### config.mk
export PLATFORM = sky130hd
export DESIGN_NAME = irqsel_top
export DESIGN_NICKNAME = d
export VERILOG_FILES = /design/src/rtl/irqsel_pkg.sv /design/src/rtl/irqsel_gate.sv /design/src/rtl/irqsel_prio.sv /design/src/rtl/irqsel_top.sv
export SDC_FILE = /design/constraint.sdc
export NUM_CORES = 1
export LEC_CHECK = 0
export BUFFER_PORTS_ARGS = -buffer_cell sky130_fd_sc_hd__clkbuf_2
export CORE_AREA = 2 2 39 41
export DETAILED_ROUTE_END_ITERATION = 8
export DIE_AREA = 0 0 41 43
export GPL_ROUTABILITY_DRIVEN = 0
export PLACE_DENSITY = 0.58
export SYNTH_ARGS = -nofsm -noshare
export SYNTH_HDL_FRONTEND = slang
export SYNTH_HIERARCHICAL = 1
export SYNTH_SLANG_ARGS = --single-unit
### constraint.sdc
create_clock -name clk -period 1.1 [get_ports clk]
set_clock_uncertainty 0.2 [all_clocks]
set_input_delay 0.22 -clock clk [delete_from_list [all_inputs] [get_ports clk]]
set_output_delay 0.22 -clock clk [all_outputs]
set_load 0.02 [all_outputs]
### src/rtl/irqsel_pkg.sv
package irqsel_pkg;
    localparam int NSRC     = 6;
    localparam int N_ALWAYS = 2;

    typedef enum logic [2:0] {
        SRC_RESET  = 3'd0,
        SRC_MCHECK = 3'd1,
        SRC_WDOG   = 3'd2,
        SRC_EXTIN  = 3'd3,
        SRC_FIXINT = 3'd4,
        SRC_DECR   = 3'd5
    } src_e;
endpackage

### src/rtl/irqsel_gate.sv
module irqsel_gate #(
    parameter int N        = 6,
    parameter int N_ALWAYS = 2
) (
    input  logic [N-1:0] req_i,
    input  logic         en_i,
    output logic [N-1:0] req_o
);
    for (genvar i = 0; i < N; i++) begin : g_bit
        if (i < N_ALWAYS) begin : g_crit
            assign req_o[i] = req_i[i];
        end else begin : g_async
            assign req_o[i] = req_i[i] & en_i;
        end
    end
endmodule

### src/rtl/irqsel_prio.sv
module irqsel_prio #(
    parameter int N = 6
) (
    input  logic [N-1:0] req_i,
    output logic [N-1:0] sel_o
);
    logic [N:0] blocked;
    assign blocked[0] = 1'b0;

    for (genvar i = 0; i < N; i++) begin : g_chain
        assign sel_o[i]       = req_i[i] & ~blocked[i];
        assign blocked[i + 1] = blocked[i] | req_i[i];
    end
endmodule

### src/rtl/irqsel_top.sv
module irqsel_top
    import irqsel_pkg::*;
#(
    parameter int N        = NSRC,
    parameter int N_CRIT   = N_ALWAYS
) (
    input  logic         clk,
    input  logic         rst,
    input  logic [N-1:0] pend_i,
    input  logic         ext_en_i,
    output logic [N-1:0] grant_o,
    output logic         valid_o
);
    logic [N-1:0] masked;
    logic [N-1:0] pick;
    logic [N-1:0] grant_q;
    logic         valid_q;

    irqsel_gate #(.N(N), .N_ALWAYS(N_CRIT)) gate_i (
        .req_i (pend_i),
        .en_i  (ext_en_i),
        .req_o (masked)
    );

    irqsel_prio #(.N(N)) prio_i (
        .req_i (masked),
        .sel_o (pick)
    );

    always_ff @(posedge clk) begin
        if (rst) begin
            grant_q <= '0;
            valid_q <= 1'b0;
        end else begin
            grant_q <= pick;
            valid_q <= |masked;
        end
    end

    assign grant_o = grant_q;
    assign valid_o = valid_q;
endmodule

==> reports/qor.txt, run 1 <==
fraction of registers with async set/reset: 0%
die area: 1760 µm²
synth unique cells: 10
die width: 41 µm
Psw: 130 µW
Startpoint Class: flop
routed wire length: 525 µm
setup repair after global routing missed its margin: yes
Combinational Power Share: 15.1%
flops & latches, synth: 7
sequential power share: 46.0%
Hold Crit Class: in2reg
P_leak: 0.219 nW
placed cell areas: 394 µm²
status: complete, but fails checks
Pre-Repair DR Iteration Count: 2
Synth top area share: 47.3%
Max VDD drop: 0.197 mV
post-synthesis mux area share: 0%
Post-CTS Setup Repair Bufs: 0
CP top delay family: flip-flops
Compound-Gate Fraction of Synth Area: 1.69%
Synth area leader: dfxtp_1
Fillers: 146
cell-internal power: 454 µW
total power draw: 584 µW
total track usage: 7.52%
# H-tree levels: 1
Clk pin slew, worst setup/hold paths: 0.05 ns
Worst Path Max Fanout: 1
Synth Area in XOR/XNOR: 0%
drt drc: 0
Synth Area per Inst: 10.2 µm²
antenna violations before repair: 0
Vias: 252
final period utilization: 101%
starting density of the core: 21.4%
Multi-input gate area: 136 µm²
IO buf count: 15
EDFF count, synth: 0
ranking of synthesized cells by area: dfxtp_1 (47%), nor2b_1 (15%), and2_1 (11%)
Critical Path AT: 0.69 ns
final instance area: 499 µm²
Setup WS post-layout: -0.00691 ns
Worst setup EP type: output port
CP Buf/Inv Count: 1
Synth Area in Adders: 0%
Synth warnings: 6
Num CTS Buffers: 3
CTS sink count: 7
Final Net Count: 58
post-synthesis simple-gate area fraction: 43.5%
CTS tree: built
Fmax: 903 MHz
die height: 43 µm
minimum clock period: 1.11 ns
Post-Syn Instances: 29
area of the core: 1380 µm²
Hold Vio Cnt, Final: 0
global-route wire length before repair: 834 µm
total gr overflow: 0
Sw Share: 22.3%
DR iter-0 viols: 1
number of global-route vias before repair: 232
Hold-fix buffers, CTS: 0
Row Count: 14
share of post-route cells with drive strength above 1: 64.6%
largest stage delay on the critical path: 0.32 ns
Synth top cells by count: dfxtp_1 (7), nor2b_1 (7), and2_1 (5), buf_4 (3), nor4_2 (2)
CTS Buffer Depth: 2
sequential fraction of the synthesis area: 47.3%
worst rel slew slack: 82.1%
largest net degree at the start of global routing: 8
Mapped Area: 297 µm²
Worst Tran Pin Value: 0.264 ns
largest family of logic cells by synthesized area: simple AND/OR/NAND/NOR gates
Clock Power Share: 38.9%
Layout area overhead: 68.4%
Sequential cell area: 149 µm²
ant diodes: 0
most used flip-flop cell after synthesis: dfxtp_1
max-cap violation count: 0
Power Density: 1170 nW/µm²
Slew Limit Fails: 0
clk root buf: clkbuf_4
Top Ports: 16
Setup violations, final: 4
worst path cell trace: buf_8
WS Path Type: reg2out
failing checks: negative setup slack
Vias/cell: 3.94
Critical Path RT: 0.68 ns
DRT antenna net count: 0
Max stage delay cell, worst path: dfxtp_2
Avg WL per Cell: 8.20 µm
Mapped Nets: 38
TNS Setup: -0.0164 ns
## state kept, by name (all words and copies together) (netlist names)
| name | cells |
|---|---|
| grant_o | 6 |
| valid_o | 1 |
## routing by layer
layer | vias to the layer above | global-route usage [%] | part of all wire [%]
li1 | 131 | - | -
met1 | 110 | 6.73 | 35
met2 | 11 | 11.3 | 58
met3 | 0 | 1.57 | 7.2
met4 | 0 | 10.0 | 0
met5 | - | 0 | 0
## cell usage in the layout, fill, tap and decap left out
cell type	synthesis	final
and2_4	0	1
and2_1	5	4
nor4b_1	1	1
clkbuf_1	0	1
nor4_2	2	2
nor2_1	1	1
buf_8	0	7
dfxtp_2	0	7
clkbuf_2	0	8
nor3b_1	1	1
nor2b_1	7	7
a21oi_1	1	1
clkbuf_4	0	3
and3b_1	1	1
buf_4	3	3
## cell families after synthesis
group / Yosys count
buffers and inverters: 3
DFF: 7
AOI/OAI and AO/OA: 1
and+or+nand+nor: 18
## final timing paths
path / start / endpoint / depth (start not counted)
hold / removal: rst / grant_o[0] / 2
setup / recovery: grant_o[1] / grant_o[1] / 1
## per-stage QoR
| stage | utilization, % | std cells | worst slack, ns | hold WS, ns |
|---|---|---|---|---|
| global placement | 28.5 | 60 | -0.119 | 0.290 |
| floorplan | - | 29 | -0.00925 | 0.0891 |
| global route | 36.1 | 64 | -0.0314 | 0.0246 |
| CTS | 35.4 | 64 | -0.0268 | 0.0195 |
| detailed placement | 28.5 | 60 | -0.133 | 0.289 |
| finish | 36.1 | 64 | -0.00691 | 0.0212 |
## area by class of cell
| type | instances | area share (%) |
|---|---|---|
| clock buffers | 4 | 5.26 |
| multi-input cells | 19 | 27.3 |
| flip-flops and latches | 7 | 29.8 |
| well taps | 16 | 4.01 |
| repair buffers | 18 | 33.6 |
## power groups by stage
| stage | Clock (mW) | Sequential, mW | Combinational (mW) |
|---|---|---|---|
| after floorplan | 0 | 0.279 | 0.0400 |
| after global placement | 0 | 0.269 | 0.0747 |
| after detailed placement | 0 | 0.269 | 0.0748 |
| after CTS | 0.235 | 0.266 | 0.0861 |
| after global routing | 0.253 | 0.269 | 0.0977 |
| final | 0.227 | 0.268 | 0.0882 |
## timing repair
action,4_1_cts,5_1_grt
gates resized for setup,19,8
setup endpoints to repair,7,7
pin swaps,0,0
hold endpoints to repair,0,0
Note: power is estimated with default switching activity, not from simulation.
==> run 2, diff against run 1 <==
--- a/config.mk
+++ b/config.mk
@@ -11,6 +11,7 @@
 export DIE_AREA = 0 0 41 43
 export GPL_ROUTABILITY_DRIVEN = 0
 export PLACE_DENSITY = 0.58
+export SETUP_SLACK_MARGIN = 0.1
 export SYNTH_ARGS = -nofsm -noshare
 export SYNTH_HDL_FRONTEND = slang
 export SYNTH_HIERARCHICAL = 1
==> run 2 against run 1 <==
The flow now finishes without violations; worst hold slack better by 0.0034 ns; count of clock-buffer cells in the layout unchanged; total power up 1.6%; fmax up 0.75%; clock power about the same; combinational power up 15%; final area up 6.3%; non-clock buffer count down 1.
==> reports/qor.txt, run 2 (synthesis gave the netlist of run 1 again) <==
status: finished, final reports clean
Psw: 133 µW
Inst Count DP: 59
CP Buf/Inv Count: 1
global-route wire length before repair: 883 µm
hold depth: 2
Vias/cell: 3.87
Largest register FFs: 6
WS Path Type: reg2out
final instance area: 531 µm²
Worst setup EP type: output port
Layout area overhead: 78.9%
Hold-fix buffers, CTS: 0
ant diodes: 0
CTS sink count: 7
Fmax: 910 MHz
IO buf count: 15
Startpoint Class: flop
Row Count: 14
largest net degree at the start of global routing: 8
Finished Layout Cells: 63
Sw Share: 22.5%
die area: 1760 µm²
DRT antenna net count: 0
Slew Limit Fails: 0
post-layout util: 38.3%
Avg WL per Cell: 8.40 µm
die width: 41 µm
clk root buf: clkbuf_4
commonest non-fill, non-tap cells in the layout: buf_8 (8), dfxtp_2 (7), clkbuf_2 (7)
CP top delay family: flip-flops
Pre-Repair DR Iteration Count: 1
max-cap violation count: 0
Hold Vio Cnt, Final: 0
starting density of the core: 21.4%
Worst Path Max Fanout: 1
worst path cell trace: buf_8
cell-internal power: 460 µW
total gr overflow: 0
total track usage: 8.02%
# H-tree levels: 1
placed cell areas: 387 µm²
TNS Setup: 0 ns
P_leak: 0.225 nW
area of the core: 1380 µm²
Clock Power Share: 37.7%
routed wire length: 529 µm
drt drc: 0
Hold Crit Class: in2reg
CP Depth: 1
worst rel slew slack: 86.5%
minimum clock period: 1.10 ns
Power Density: 1120 nW/µm²
setup repair after global routing missed its margin: yes
Critical Path RT: 0.68 ns
Clk pin slew, worst setup/hold paths: 0.05 ns
Critical Path AT: 0.68 ns
Vias: 244
Worst Tran Pin Value: 0.202 ns
Setup violations, final: 0
Max VDD drop: 0.228 mV
total power draw: 593 µW
Top Ports: 16
sequential power share: 45.2%
final period utilization: 99.9%
Num CTS Buffers: 3
commonest non-fill, non-tap cell in the layout: buf_8
number of global-route vias before repair: 232
antenna violations before repair: 0
die height: 43 µm
Max stage delay cell, worst path: dfxtp_2
DR iter-0 viols: 0
CTS tree: built
Final Net Count: 57
CTS Buffer Depth: 2
share of post-route cells with drive strength above 1: 70.2%
largest stage delay on the critical path: 0.32 ns
Combinational Power Share: 17.1%
run 2: changes by cell type in the layout (fill, tap and decap cells not counted), sizes merged:
cell    previous run  this run
clkbuf            12        11
run 2: cell type report:
type	instances	area (µm²)
Fill cell	141	853
Multi-Input combinational cell	19	165
Clock buffer	4	26.3
Tap cell	16	20.0
Timing Repair Buffer	17	170
Sequential cell	7	149
run 2: worst paths after layout:
path / startpoint / endpoint / slack (ns)
setup / recovery: valid_o / valid_o / 0.001
hold / removal: rst / grant_o[4] / 0.02
run 2: through the flow:
| stage | setup WS [ns] | hold WS (ns) |
|---|---|---|
| after floorplan | -0.00783 | 0.0891 |
| after global placement | -0.153 | 0.285 |
| after detailed placement | -0.183 | 0.289 |
| after CTS | -0.0243 | 0.0194 |
| after global routing | -0.0361 | 0.0245 |
| final | 0.00131 | 0.0245 |
run 2: repair_timing:
action / CTS / global route
gates cloned: 0 / 0
buffers inserted: 0 / 0
pin swaps: 0 / 2
resized for setup: 22 / 15
endpoints found under the setup margin: 8 / 11
run 2: layer usage:
layer	global-route usage, %	share of wire, %
met2	10.6	55
met1	7.99	37
met3	3.14	7.4
met4	10.0	0
met5	0	0
run 2: power groups by stage:
stage                     clock network, mW  registers, mW  logic [mW]
final                                 0.224          0.268       0.101
after detailed placement                  0          0.269      0.0724
after global placement                    0          0.268      0.0721
after floorplan                           0          0.279      0.0400
after global routing                  0.259          0.269       0.111
after CTS                             0.235          0.266      0.0879
==> run 3, diff against run 2 <==
--- a/config.mk
+++ b/config.mk
@@ -10,7 +10,7 @@
 export DETAILED_ROUTE_END_ITERATION = 8
 export DIE_AREA = 0 0 41 43
 export GPL_ROUTABILITY_DRIVEN = 0
-export PLACE_DENSITY = 0.58
+export PLACE_DENSITY = 0.57
 export SETUP_SLACK_MARGIN = 0.1
 export SYNTH_ARGS = -nofsm -noshare
 export SYNTH_HDL_FRONTEND = slang
==> constraint.sdc (replaced) <==
create_clock -name clk -period 1.3 [get_ports clk]
set_clock_uncertainty 0.2 [all_clocks]
set_input_delay 0.26 -clock clk [delete_from_list [all_inputs] [get_ports clk]]
set_output_delay 0.26 -clock clk [all_outputs]
set_load 0.05 [all_outputs]
==> run 3 against run 2 <==
Global-route usage is 0.30 points higher; final cell count is 3.2% lower; die area stayed put; critical path type unchanged; setup slack better by 0.12 ns; non-clock buffer count is 2 lower; sequential cell count stayed put; critical endpoint is now grant_o[0].
==> reports/qor.txt, run 3 (synthesis gave the netlist of run 1 again) <==
starting density of the core: 21.4%
Worst Path Max Fanout: 1
Hold Vio Cnt, Final: 0
max-cap violation count: 0
hold slack: 0.0626 ns
largest stage delay on the critical path: 0.33 ns
Vias: 227
total track usage: 8.32%
placed cell areas: 369 µm²
Power Density: 1050 nW/µm²
share of post-route cells with drive strength above 1: 60.0%
drt drc: 0
commonest non-fill, non-tap cells in the layout: clkbuf_2 (8), nor2b_1 (7), dfxtp_2 (7), buf_8 (7), and2_1 (5)
Clk pin slew, worst setup/hold paths: 0.05 ns
IO buf count: 15
Worst setup EP type: output port
Fmax: 852 MHz
CTS Buffer Depth: 2
Clock Power Share: 38.2%
Hold Crit Class: in2reg
worst path cell trace: buf_8
Sw Share: 24.4%
clk root buf: clkbuf_4
final instance area: 474 µm²
largest net degree at the start of global routing: 8
global-route wire length before repair: 869 µm
DR iter-0 viols: 0
status: finished, final reports clean
Max stage delay cell, worst path: dfxtp_2
P_leak: 0.203 nW
minimum clock period: 1.17 ns
Largest register FFs: 6
Slew Limit Fails: 0
Combinational Power Share: 16.4%
Top Ports: 16
CP Buf/Inv Count: 1
Critical Path RT: 0.84 ns
Fillers: 151
Row Count: 14
area of the core: 1380 µm²
CTS tree: built
# H-tree levels: 1
Setup violations, final: 0
number of global-route vias before repair: 215
setup repair after global routing missed its margin: yes
total gr overflow: 0
Vias/cell: 3.72
total power draw: 499 µW
Layout area overhead: 59.9%
Startpoint Class: flop
worst rel slew slack: 83.4%
Max VDD drop: 0.219 mV
WS Path Type: reg2out
die height: 43 µm
Finished Layout Cells: 61
Worst Tran Pin Value: 0.245 ns
cell-internal power: 378 µW
die width: 41 µm
ant diodes: 0
Avg WL per Cell: 8.05 µm
routed wire length: 491 µm
Num CTS Buffers: 3
Final Net Count: 55
commonest non-fill, non-tap cell in the layout: clkbuf_2
final period utilization: 90.3%
sequential power share: 45.5%
Critical Path AT: 0.71 ns
DRT antenna net count: 0
Psw: 122 µW
CTS sink count: 7
Inst Count DP: 57
Pre-Repair DR Iteration Count: 1
die area: 1760 µm²
antenna violations before repair: 0
CP top delay family: flip-flops
[run 3: layout make-up]
cell class                      count  area (µm²)  area share [%]
Clock buffer                        4        26.3            5.54
Multi-Input combinational cell     19         134            28.2
Sequential cell                     7         149            31.4
Timing Repair Buffer               15         145            30.6
Tap cell                           16        20.0            4.22
[run 3: timing repair]
action / 4_1_cts / 5_1_grt
setup buffers: 0 / 0
hold buffers: 0 / 0
endpoints found under the setup margin: 7 / 7
gates resized for setup: 19 / 9
[run 3: layer usage]
metal | GRT usage [%] | wire, µm
met1 | 7.35 | 184
met2 | 11.3 | 248
met3 | 3.14 | 45
met4 | 12.0 | 13
met5 | 0 | 0
[run 3: final timing paths]
path / cells past startpoint / end / startpoint / slack (ns)
hold / removal: 2 / grant_o[0] / rst / 0.06
setup / recovery: 1 / grant_o[0] / grant_o[0] / 0.13
[run 3: power groups by stage]
stage | Combinational [mW] | Sequential, mW | Clock [mW]
after global placement | 0.0695 | 0.227 | 0
after floorplan | 0.0294 | 0.251 | 0
after detailed placement | 0.0696 | 0.227 | 0
after CTS | 0.0796 | 0.225 | 0.202
after global routing | 0.0907 | 0.227 | 0.220
final | 0.0816 | 0.227 | 0.191
[run 3: stage by stage]
stage	setup TNS [ns]	setup WS [ns]	util, %
after floorplan	0	0.123	-
after global placement	-0.0103	-0.0103	26.7
after detailed placement	-0.00951	-0.00951	26.7
after CTS	0	0.0825	33.5
after global routing	0	0.0844	34.3
final	0	0.126	34.3
